File: config.mk
export PLATFORM = sky130hd
export DESIGN_NAME = pll_synth_core
export DESIGN_NICKNAME = d
export VERILOG_FILES = /design/src/rtl/pll_pkg.sv /design/src/rtl/ref_divider.sv /design/src/rtl/swallow_divider.sv /design/src/rtl/phase_detector.sv /design/src/rtl/lock_qualifier.sv /design/src/rtl/pll_synth_core.sv
export SDC_FILE = /design/constraint.sdc
export NUM_CORES = 1
export LEC_CHECK = 0
export ABC_AREA = 1
export ABC_CLOCK_PERIOD_IN_PS = 4100
export BUFFER_PORTS_ARGS = -buffer_cell sky130_fd_sc_hd__clkbuf_2
export CAP_MARGIN = 30
export CORE_MARGIN = 2
export CORE_UTILIZATION = 32
export CTS_CLUSTER_DIAMETER = 40
export DETAILED_ROUTE_END_ITERATION = 10
export HOLD_SLACK_MARGIN = 0.08
export MAX_ROUTING_LAYER = met4
export PLACE_DENSITY_LB_ADDON = 0.25
export SLEW_MARGIN = 0
export SYNTH_ARGS = -nofsm -noshare
export SYNTH_HDL_FRONTEND = slang
export SYNTH_SLANG_ARGS = --single-unit
File: constraint.sdc
create_clock -name clk -period 4.1 [get_ports clk]
set_clock_uncertainty 0.1 [all_clocks]
set_input_delay 0.41 -clock clk [delete_from_list [all_inputs] [get_ports clk]]
set_output_delay 0.41 -clock clk [all_outputs]
set_load 0.01 [all_outputs]
File: src/rtl/pll_pkg.sv
package pll_pkg;
  localparam int PRE_MOD = 32;

  function automatic int unsigned win_cycles(input logic [1:0] sel);
    return 32'd1 << sel;
  endfunction

  function automatic int unsigned need_count(input logic [1:0] sel);
    return 32'd2 << sel;
  endfunction
endpackage

File: src/rtl/ref_divider.sv
module ref_divider #(
  parameter int RW = 12
) (
  input  logic          clk,
  input  logic          rst,
  input  logic          tick,
  input  logic [RW-1:0] r_val,
  output logic          ref_pulse
);
  logic [RW-1:0] cnt;

  always_ff @(posedge clk) begin
    if (rst) begin
      cnt       <= '0;
      ref_pulse <= 1'b0;
    end else begin
      ref_pulse <= 1'b0;
      if (tick) begin
        if (cnt >= r_val) begin
          cnt       <= '0;
          ref_pulse <= 1'b1;
        end else begin
          cnt <= cnt + 1'b1;
        end
      end
    end
  end

  a_r1_single_strobe: assert property (@(posedge clk) disable iff (rst)
    (ref_pulse && r_val != '0) |=> (!ref_pulse || r_val == '0));
endmodule

File: src/rtl/swallow_divider.sv
module swallow_divider #(
  parameter int AW  = 5,
  parameter int BW  = 11,
  parameter int PRE = 32
) (
  input  logic          clk,
  input  logic          rst,
  input  logic          tick,
  input  logic [AW-1:0] a_val,
  input  logic [BW-1:0] b_val,
  output logic          fb_pulse
);
  localparam int PW = $clog2(PRE + 1);

  logic [PW-1:0] pc;
  logic [BW-1:0] sc;
  logic [PW-1:0] pc_last;
  logic          swallow;

  // modulus 33 while the swallow count is not used up, 32 afterwards
  assign swallow = (sc < BW'(a_val));
  assign pc_last = swallow ? PW'(PRE) : PW'(PRE - 1);

  always_ff @(posedge clk) begin
    if (rst) begin
      pc       <= '0;
      sc       <= '0;
      fb_pulse <= 1'b0;
    end else begin
      fb_pulse <= 1'b0;
      if (tick) begin
        if (pc >= pc_last) begin
          pc <= '0;
          if (sc >= b_val) begin
            sc       <= '0;
            fb_pulse <= 1'b1;
          end else begin
            sc <= sc + 1'b1;
          end
        end else begin
          pc <= pc + 1'b1;
        end
      end
    end
  end

  a_r2_single_strobe: assert property (@(posedge clk) disable iff (rst)
    fb_pulse |=> !fb_pulse);
endmodule

File: src/rtl/phase_detector.sv
module phase_detector (
  input  logic clk,
  input  logic rst,
  input  logic ref_pulse,
  input  logic fb_pulse,
  output logic up,
  output logic dn
);
  logic both;
  assign both = up & dn;

  always_ff @(posedge clk) begin
    if (rst) begin
      up <= 1'b0;
      dn <= 1'b0;
    end else if (both) begin
      up <= 1'b0;
      dn <= 1'b0;
    end else begin
      up <= up | ref_pulse;
      dn <= dn | fb_pulse;
    end
  end

  a_r4_clear_after_both: assert property (@(posedge clk) disable iff (rst)
    (up && dn) |=> (!up && !dn));
endmodule

File: src/rtl/lock_qualifier.sv
module lock_qualifier
  import pll_pkg::*;
#(
  parameter int EW = 4,
  parameter int LW = 5
) (
  input  logic       clk,
  input  logic       rst,
  input  logic       up,
  input  logic       dn,
  input  logic [1:0] win_sel,
  input  logic [1:0] cnt_sel,
  input  logic       div_wr,
  input  logic       lock_en,
  input  logic       sw_hi,
  output logic       locked,
  output logic       hi_cur
);
  localparam logic [EW-1:0] ERR_MAX = {EW{1'b1}};

  logic [EW-1:0] err;
  logic [LW-1:0] run;
  logic [LW-1:0] need;
  logic [EW-1:0] win;
  logic          in_win;

  assign need   = LW'(need_count(cnt_sel));
  assign win    = EW'(win_cycles(win_sel));
  assign in_win = (err <= win);

  always_ff @(posedge clk) begin
    if (rst || div_wr) begin
      err    <= '0;
      run    <= '0;
      locked <= 1'b0;
    end else if (up && dn) begin
      err <= '0;
      if (in_win) begin
        run    <= (run >= need) ? need : run + 1'b1;
        locked <= ((run + 1'b1) >= need);
      end else begin
        run    <= '0;
        locked <= 1'b0;
      end
    end else if (up ^ dn) begin
      if (err != ERR_MAX) err <= err + 1'b1;
    end
  end

  always_ff @(posedge clk) begin
    if (rst) hi_cur <= 1'b1;
    else     hi_cur <= lock_en ? !locked : sw_hi;
  end

  a_r6_rise_on_compare: assert property (@(posedge clk) disable iff (rst)
    $rose(locked) |-> $past(up && dn));
  a_r7_write_drops_lock: assert property (@(posedge clk) disable iff (rst)
    div_wr |=> !locked);
  a_r8_software_select: assert property (@(posedge clk) disable iff (rst)
    !lock_en |=> (hi_cur == $past(sw_hi)));
endmodule

File: src/rtl/pll_synth_core.sv
module pll_synth_core #(
  parameter int RW = 12,
  parameter int AW = 5,
  parameter int BW = 11
) (
  input  logic          clk,
  input  logic          rst,
  input  logic          osc_tick,
  input  logic          vco_tick,
  input  logic [RW-1:0] ref_div,
  input  logic [AW-1:0] swal_cnt,
  input  logic [BW-1:0] main_cnt,
  input  logic [1:0]    win_sel,
  input  logic [1:0]    cnt_sel,
  input  logic          lock_en,
  input  logic          sw_hi,
  input  logic          div_wr,
  output logic          up,
  output logic          dn,
  output logic          hi_cur,
  output logic          locked
);
  localparam int EW = 4;
  localparam int LW = 5;

  logic ref_pulse;
  logic fb_pulse;

  ref_divider #(.RW(RW)) u_ref (
    .clk(clk), .rst(rst), .tick(osc_tick), .r_val(ref_div), .ref_pulse(ref_pulse)
  );

  swallow_divider #(.AW(AW), .BW(BW), .PRE(pll_pkg::PRE_MOD)) u_fb (
    .clk(clk), .rst(rst), .tick(vco_tick), .a_val(swal_cnt), .b_val(main_cnt),
    .fb_pulse(fb_pulse)
  );

  phase_detector u_pfd (
    .clk(clk), .rst(rst), .ref_pulse(ref_pulse), .fb_pulse(fb_pulse), .up(up), .dn(dn)
  );

  lock_qualifier #(.EW(EW), .LW(LW)) u_lock (
    .clk(clk), .rst(rst), .up(up), .dn(dn), .win_sel(win_sel), .cnt_sel(cnt_sel),
    .div_wr(div_wr), .lock_en(lock_en), .sw_hi(sw_hi), .locked(locked), .hi_cur(hi_cur)
  );

  a_r9_reset_outputs: assert property (@(posedge clk)
    rst |=> (!up && !dn && !locked && hi_cur));
endmodule

### After elaboration in Yosys (flattened, before gate mapping)

Cells that the tools add are included.

| storage, ports and cells | value |
|---|---|
| register bits after elaboration | 44 |
| bits of input ports | 39 |
| output and inout port bits | 4 |
| logic and storage cells | 52 |

| cells by class | value |
|---|---|
| $add $sub $neg | 5 |
| order comparisons | 7 |
| equal/unequal tests | 1 |
| shift-type cells | 2 |
| mux-type cells | 10 |
| bitwise logic cells | 7 |
| reduce and logical (&&, ||, !) cells | 9 |

Operators with widths:

| cell | number |
|---|---|
| $add 12x1->12 const B | 1 |
| $ge 12x12->1 | 1 |
| $mux 12 | 1 |
| $mux 6 | 2 |
| $add 11x1->11 const B | 1 |
| $ge 11x11->1 | 1 |
| $lt 11x5->1 | 1 |
| $mux 11 | 1 |
| $ge 5x5->1 | 2 |
| $mux 5 | 2 |
| $add 6x1->6 const B | 1 |
| $ge 6x6->1 | 1 |
| $reduce_or 2->1 | 3 |
| $add 5x1->5 const B | 1 |
| $shl 2x2->5 const A | 1 |
| $add 4x1->4 const B | 1 |
| $le 4x4->1 | 1 |
| $mux 1 | 4 |
| $ne 4x4->1 const B | 1 |
| $reduce_and 2->1 | 2 |
| $shl 1x2->4 const A | 1 |
| $not 1->1 | 3 |
| $reduce_or 3->1 | 1 |
| $or 1x1->1 | 2 |
| other kinds (5) | 5 |

### Logic depth before layout (Yosys ltp)

| depth | value |
|---|---|
| depth in word-level cells | 5 |
| depth in mapped cells | 19 |
| depth with buffers taken out | 19 |

### Cells and area by module

From an unflattened synthesis, not the netlist that was laid out.

| unflattened totals | value |
|---|---|
| cell total of the unflattened synthesis | 502 |
| area total of the unflattened synthesis | 3,394.5 µm² |

Modules (own cells, without submodules):

| module | instances | cells an instance | area each (µm²) | seq. area each (µm²) |
|---|---|---|---|---|
| swallow_divider | 1 | 235 | 1,527.7 | 360.3 |
| ref_divider | 1 | 133 | 944.7 | 260.2 |
| lock_qualifier | 1 | 125 | 855.8 | 220.2 |
| phase_detector | 1 | 9 | 66.3 | 40.0 |

### Worst setup path after synthesis

No wires, ideal clock.

| timing path | value |
|---|---|
| kind | input -> register |
| from | input port swal_cnt[4] |
| to | register u_fb.pc[0] |
| setup time | 72 ps |
| data arrival time | 2,161 ps |
| required time | 3,928 ps |
| path slack | 1,766 ps |
| cell stages on the path | 16 |
| buffers on the path | 1 |
| cell sequence | inv_1 -> ha_1 -> nand2_1 -> nand4_1 -> nor3_1 -> nand2_1 -> inv_1 -> ha_1 -> nand2_1 -> inv_1 -> a21oi_2 -> nand2_1 -> nand2_2 -> buf_6 -> nand2_4 -> nor3b_2 |

| on the way | value |
|---|---|
| longest elaborated chain between the ends | 4 |

Ends and longest elaborated chain:

| element | RTL line | text |
|---|---|---|
| start, declared | pll_synth_core.sv:11 | `input logic [AW-1:0] swal_cnt,` |
| $lt 11x5->1 | swallow_divider.sv:21 | `assign swallow = (sc < BW'(a_val));` |
| $mux 6 | swallow_divider.sv:22 | `assign pc_last = swallow ? PW'(PRE) : PW'(PRE - 1);` |
| $ge 6x6->1 | swallow_divider.sv:32 | `if (pc >= pc_last) begin` |
| $mux 6 | swallow_divider.sv:32 |  |
| end signal, assigned | swallow_divider.sv:41 | `pc <= pc + 1'b1;` |
| end, declared | swallow_divider.sv:15 | `logic [PW-1:0] pc;` |

Every way passes these cells.
A chain may end at the register's enable or synchronous reset.

### Final worst setup path

| timing path | value |
|---|---|
| from | register u_fb.sc[4] |
| to | register u_fb.sc[4] |

| on the way | value |
|---|---|
| longest elaborated chain between the ends | 4 |
| elaborated cells between the ends (all ways) | 7 |
| those cells by class | 1 x add/sub; 3 x order compare; 2 x mux; 1 x reduce/logical |

Ends and longest elaborated chain:

| element | RTL line | text |
|---|---|---|
| start, declared | swallow_divider.sv:16 | `logic [BW-1:0] sc;` |
| start signal, assigned | swallow_divider.sv:38 | `sc <= sc + 1'b1;` |
| $lt 11x5->1 | swallow_divider.sv:21 |  |
| $mux 6 | swallow_divider.sv:22 |  |
| $ge 6x6->1 | swallow_divider.sv:32 |  |
| $reduce_and 2->1 (no source line) | -- |  |

Several ways; a longest one is shown, not always the timed one.

==> flow_summary.yaml <==
worst_setup_path:
  worst-r2r-cell-count: 16
  path_cells: "ha_1, nand2_1, nand4_1, nor3_1, nand2_1, inv_1, ha_1, nand2_1, inv_1, a21oi_2, nand2_1, nand2_2, inv_4, o21ai_2, nand2_2, nor2_1"
  rr_endpoint: "u_fb.sc[4]"
  critical_path_arrival_ns: 2.92
  worst_path_most_repeated_cell: "nand2_1"
  ff2ff_setup_slack_ns: 1.31
  worstPathMaxFanout: 14
  critPathKind: "reg -> reg"
  start_kind: "register"
  r2r_start: "u_fb.sc[4]"
  cp-end-kind: "register"
  cp.required_ns: 4.23
  slowest_stage: "dfxtp_1"
  cp_slowest_stage_delay_ns: 0.48
route:
  drt_wl_total_um: 6840
  wl_per_cell_um: 10.3
  vias_per_cell: 4.40
  dr.pass1.iters: 4
  routed-via-count: 2919
  ant_nets: 0
  dr.first_iter.drc_count: 89
  post-route-drc-count: 0
sta:
  fmax_ghz: 0.359
  tightest_slew_ns: 0.408
  tns_ns: 0
  period_needed_ns: 2.79
  finalCritPeriodShare_pct: 68.0
  finalMaxSlewViolations: 0
  finalWorstSetupSlack_ns: 1.31
  slew_headroom_pct: 72.8
  finalHoldViolCount: 0
  setup_viol: 0
  rsz0062_at_grt: "false"
final_layout:
  seq_area_um2: 881
  drive_gt1_share_pct: 17.2
  fin_nets: 617
  final_common_cell: "nand2_1"
  diodes: 0
  syn_to_final_growth_pct: 12.8
  fill_cells: 1120
  mostFrequentLayoutCells: "124 x nand2_1, 78 x inv_1, 55 x nor2_1, 51 x ha_1, 44 x dfxtp_1"
  multi_input_area_um2: 2170
pwr:
  vdd_drop_max_v: 0.000205
  power_density_nw_per_um2: 226
  leakagePower_nw: 1.98
global_routing:
  grt_pass1_wl_um: 11900
  grt_max_degree: 15
  antenna_found_initial: 0
  grt_util_all_layers_pct: 12.8
  grt_pass1_vias: 2779
  overflow: 0
hold_path:
  hold_depth: 3
  hold_path_end: "u_lock.hi_cur"
  min-delay-start: "sw_hi"
  holdCritPathClass: "in -> reg"
synth:
  syn_nets: 573
  yosysSeqAreaShare_pct: 25.8
  synth_cell_types: 34
  ys_seq_elements: 44
  synth.avg_cell_area_um2: 7.07
  syn_area_um2: 3410
  netlist_instances: 483
  ys_warn_count: 0
cts:
  cts_max_level: 2
  cts-root-buf: "clkbuf_8"
  clock_path_buffers: 2
  cts_hold_buf: 0
  cts_sinks: 44
  cts_inserted_buffers: 5
  path_clk_slew_ns: 0.08
  post-cts-setup-buffer-count: 0
  cts_resized: 0
  cts_tree: "yes"
  clkLatencyLatePin_ns: 0.29
floorplan:
  core_um2: 10300
  dieArea_um2: 11500
  std_cell_rows: 37
  initial_core_util_pct: 33.1
  fp.dieH_um: 107
  io_pins: 43
  dieWidth_um: 107
status:
  status: "finished, final reports clean"
placed_design:
  portBuffers: 42
  place_ws_ns: 1.24
  place.gp.congestion: 0.801
  hpwlAfterDp_um: 5560
job:
  cap_violations: 0
[stage by stage]
| stage | power, W | hold slack (ns) | cells | util (%) | area, um2 |
|---|---|---|---|---|---|
| finish | 0.000869 | 0.237 | 664 | 37.3 | 3850 |
| global route | 0.000916 | 0.248 | 664 | 37.3 | 3850 |
| CTS | 0.000888 | 0.222 | 664 | 37.3 | 3850 |
| detailed placement | 0.000550 | 0.358 | 656 | 36.3 | 3740 |
| global placement | 0.000546 | 0.343 | 656 | 36.3 | 3740 |
| floorplan | 0.000516 | 0.331 | 483 | - | 3410 |
[layout make-up]
type | instances | area share [%]
repair buffers | 42 | 5.46
clock inverters | 2 | 0.910
flip-flops and latches | 44 | 22.9
inverters | 82 | 8.06
well taps | 136 | 4.42
clock buffers | 6 | 1.88
multi-input cells | 352 | 56.4
[layer usage]
layer / share of wire [%] / up-vias / routed length, um / global-route usage [%]
li1: - / 1620 / - / -
met5: 0 / - / 0 / -
met3: 3.0 / 2 / 203 / 1.63
met1: 49 / 1263 / 3330 / 15.6
met4: 0.45 / 0 / 31 / 2.50
met2: 48 / 34 / 3270 / 22.8
[flip-flops by register name, indices dropped and copies added (netlist names)]
register,flops
u_pfd.dn,1
u_fb.fb_pulse,1
u_ref.ref_pulse,1
u_fb.pc,6
u_lock.run,5
u_ref.cnt,12
u_pfd.up,1
u_lock.hi_cur,1
u_fb.sc,11
u_lock.err,4
u_lock.locked,1
[cells in the mapped netlist]
cell	instances	share of area [%]
nand2_1	124	14
inv_1	78	8.6
nor2_1	55	6.0
ha_1	51	19
dfxtp_1	44	26
nand3_1	21	3.1
a21oi_1	19	2.8
xor2_1	11	2.8
nand4_1	10	1.8
o21ai_0	10	1.5
a21oi_2	8	2.1
nand3_2	7	2.1
nand2_2	6	1.1
xnor2_1	6	1.5
or2_2	4	0.73
inv_2	3	0.33
nor2_4	3	0.99
buf_6	2	0.66
nand3b_1	2	0.44
nor3_1	2	0.29
nor3_2	2	0.59
o21ai_1	2	0.29
o21ai_2	2	0.51
a211oi_2	1	0.37
buf_2	1	0.15
buf_4	1	0.22
buf_8	1	0.44
inv_4	1	0.18
mux2i_1	1	0.29
nand2_4	1	0.33
nor2_2	1	0.18
nor2_8	1	0.59
nor3b_2	1	0.37
o21bai_4	1	0.55
[logic make-up (layout without fill, tap and decap cells)]
logic type / after synthesis / count (layout) / share of synthesized area, %
buffers and inverters: 87 / 132 / 10.6
adder cells (fa/ha/maj): 51 / 51 / 18.7
AO/OA/AOI/OAI: 43 / 43 / 8.03
AND/OR/NAND/NOR: 240 / 240 / 32.3
multiplexers: 1 / 1 / 0.293
XOR/XNOR: 17 / 17 / 4.36
flip-flops: 44 / 44 / 25.8
[worst max-delay path, delay by kind of cell, from the launching register on]
family	cells	cell delay, ns
AND/OR/NAND/NOR	9	1.06
adder cells (fa/ha/maj)	2	0.54
flip-flops	1	0.48
buffers and inverters	3	0.34
AO/OA/AOI/OAI	2	0.23
[how the worst max path moves through the flow]
stage                           start    endpoint  slack (ns)  cells after the start
after floorplan           swal_cnt[4]  u_fb.pc[0]        1.77                     16
after global placement    swal_cnt[4]  u_fb.sc[8]        1.37                     18
after detailed placement  swal_cnt[4]  u_fb.sc[3]        1.24                     18
after CTS                  u_fb.sc[4]  u_fb.sc[4]        1.27                     16
after global routing       u_fb.sc[4]  u_fb.sc[4]        1.05                     16
final                      u_fb.sc[4]  u_fb.sc[4]        1.31                     16
[power by group]
part	leakage (nW)	total, W	switching, W	internal (W)
combinational	1.57	0.000102	0.0000578	0.0000438
sequential	0.355	0.000437	0.00000549	0.000432
clock	0.0552	0.000330	0.000149	0.000181
total	1.98	0.000869	0.000212	0.000657
No activity file was read; power rests on OpenSTA's default activity.
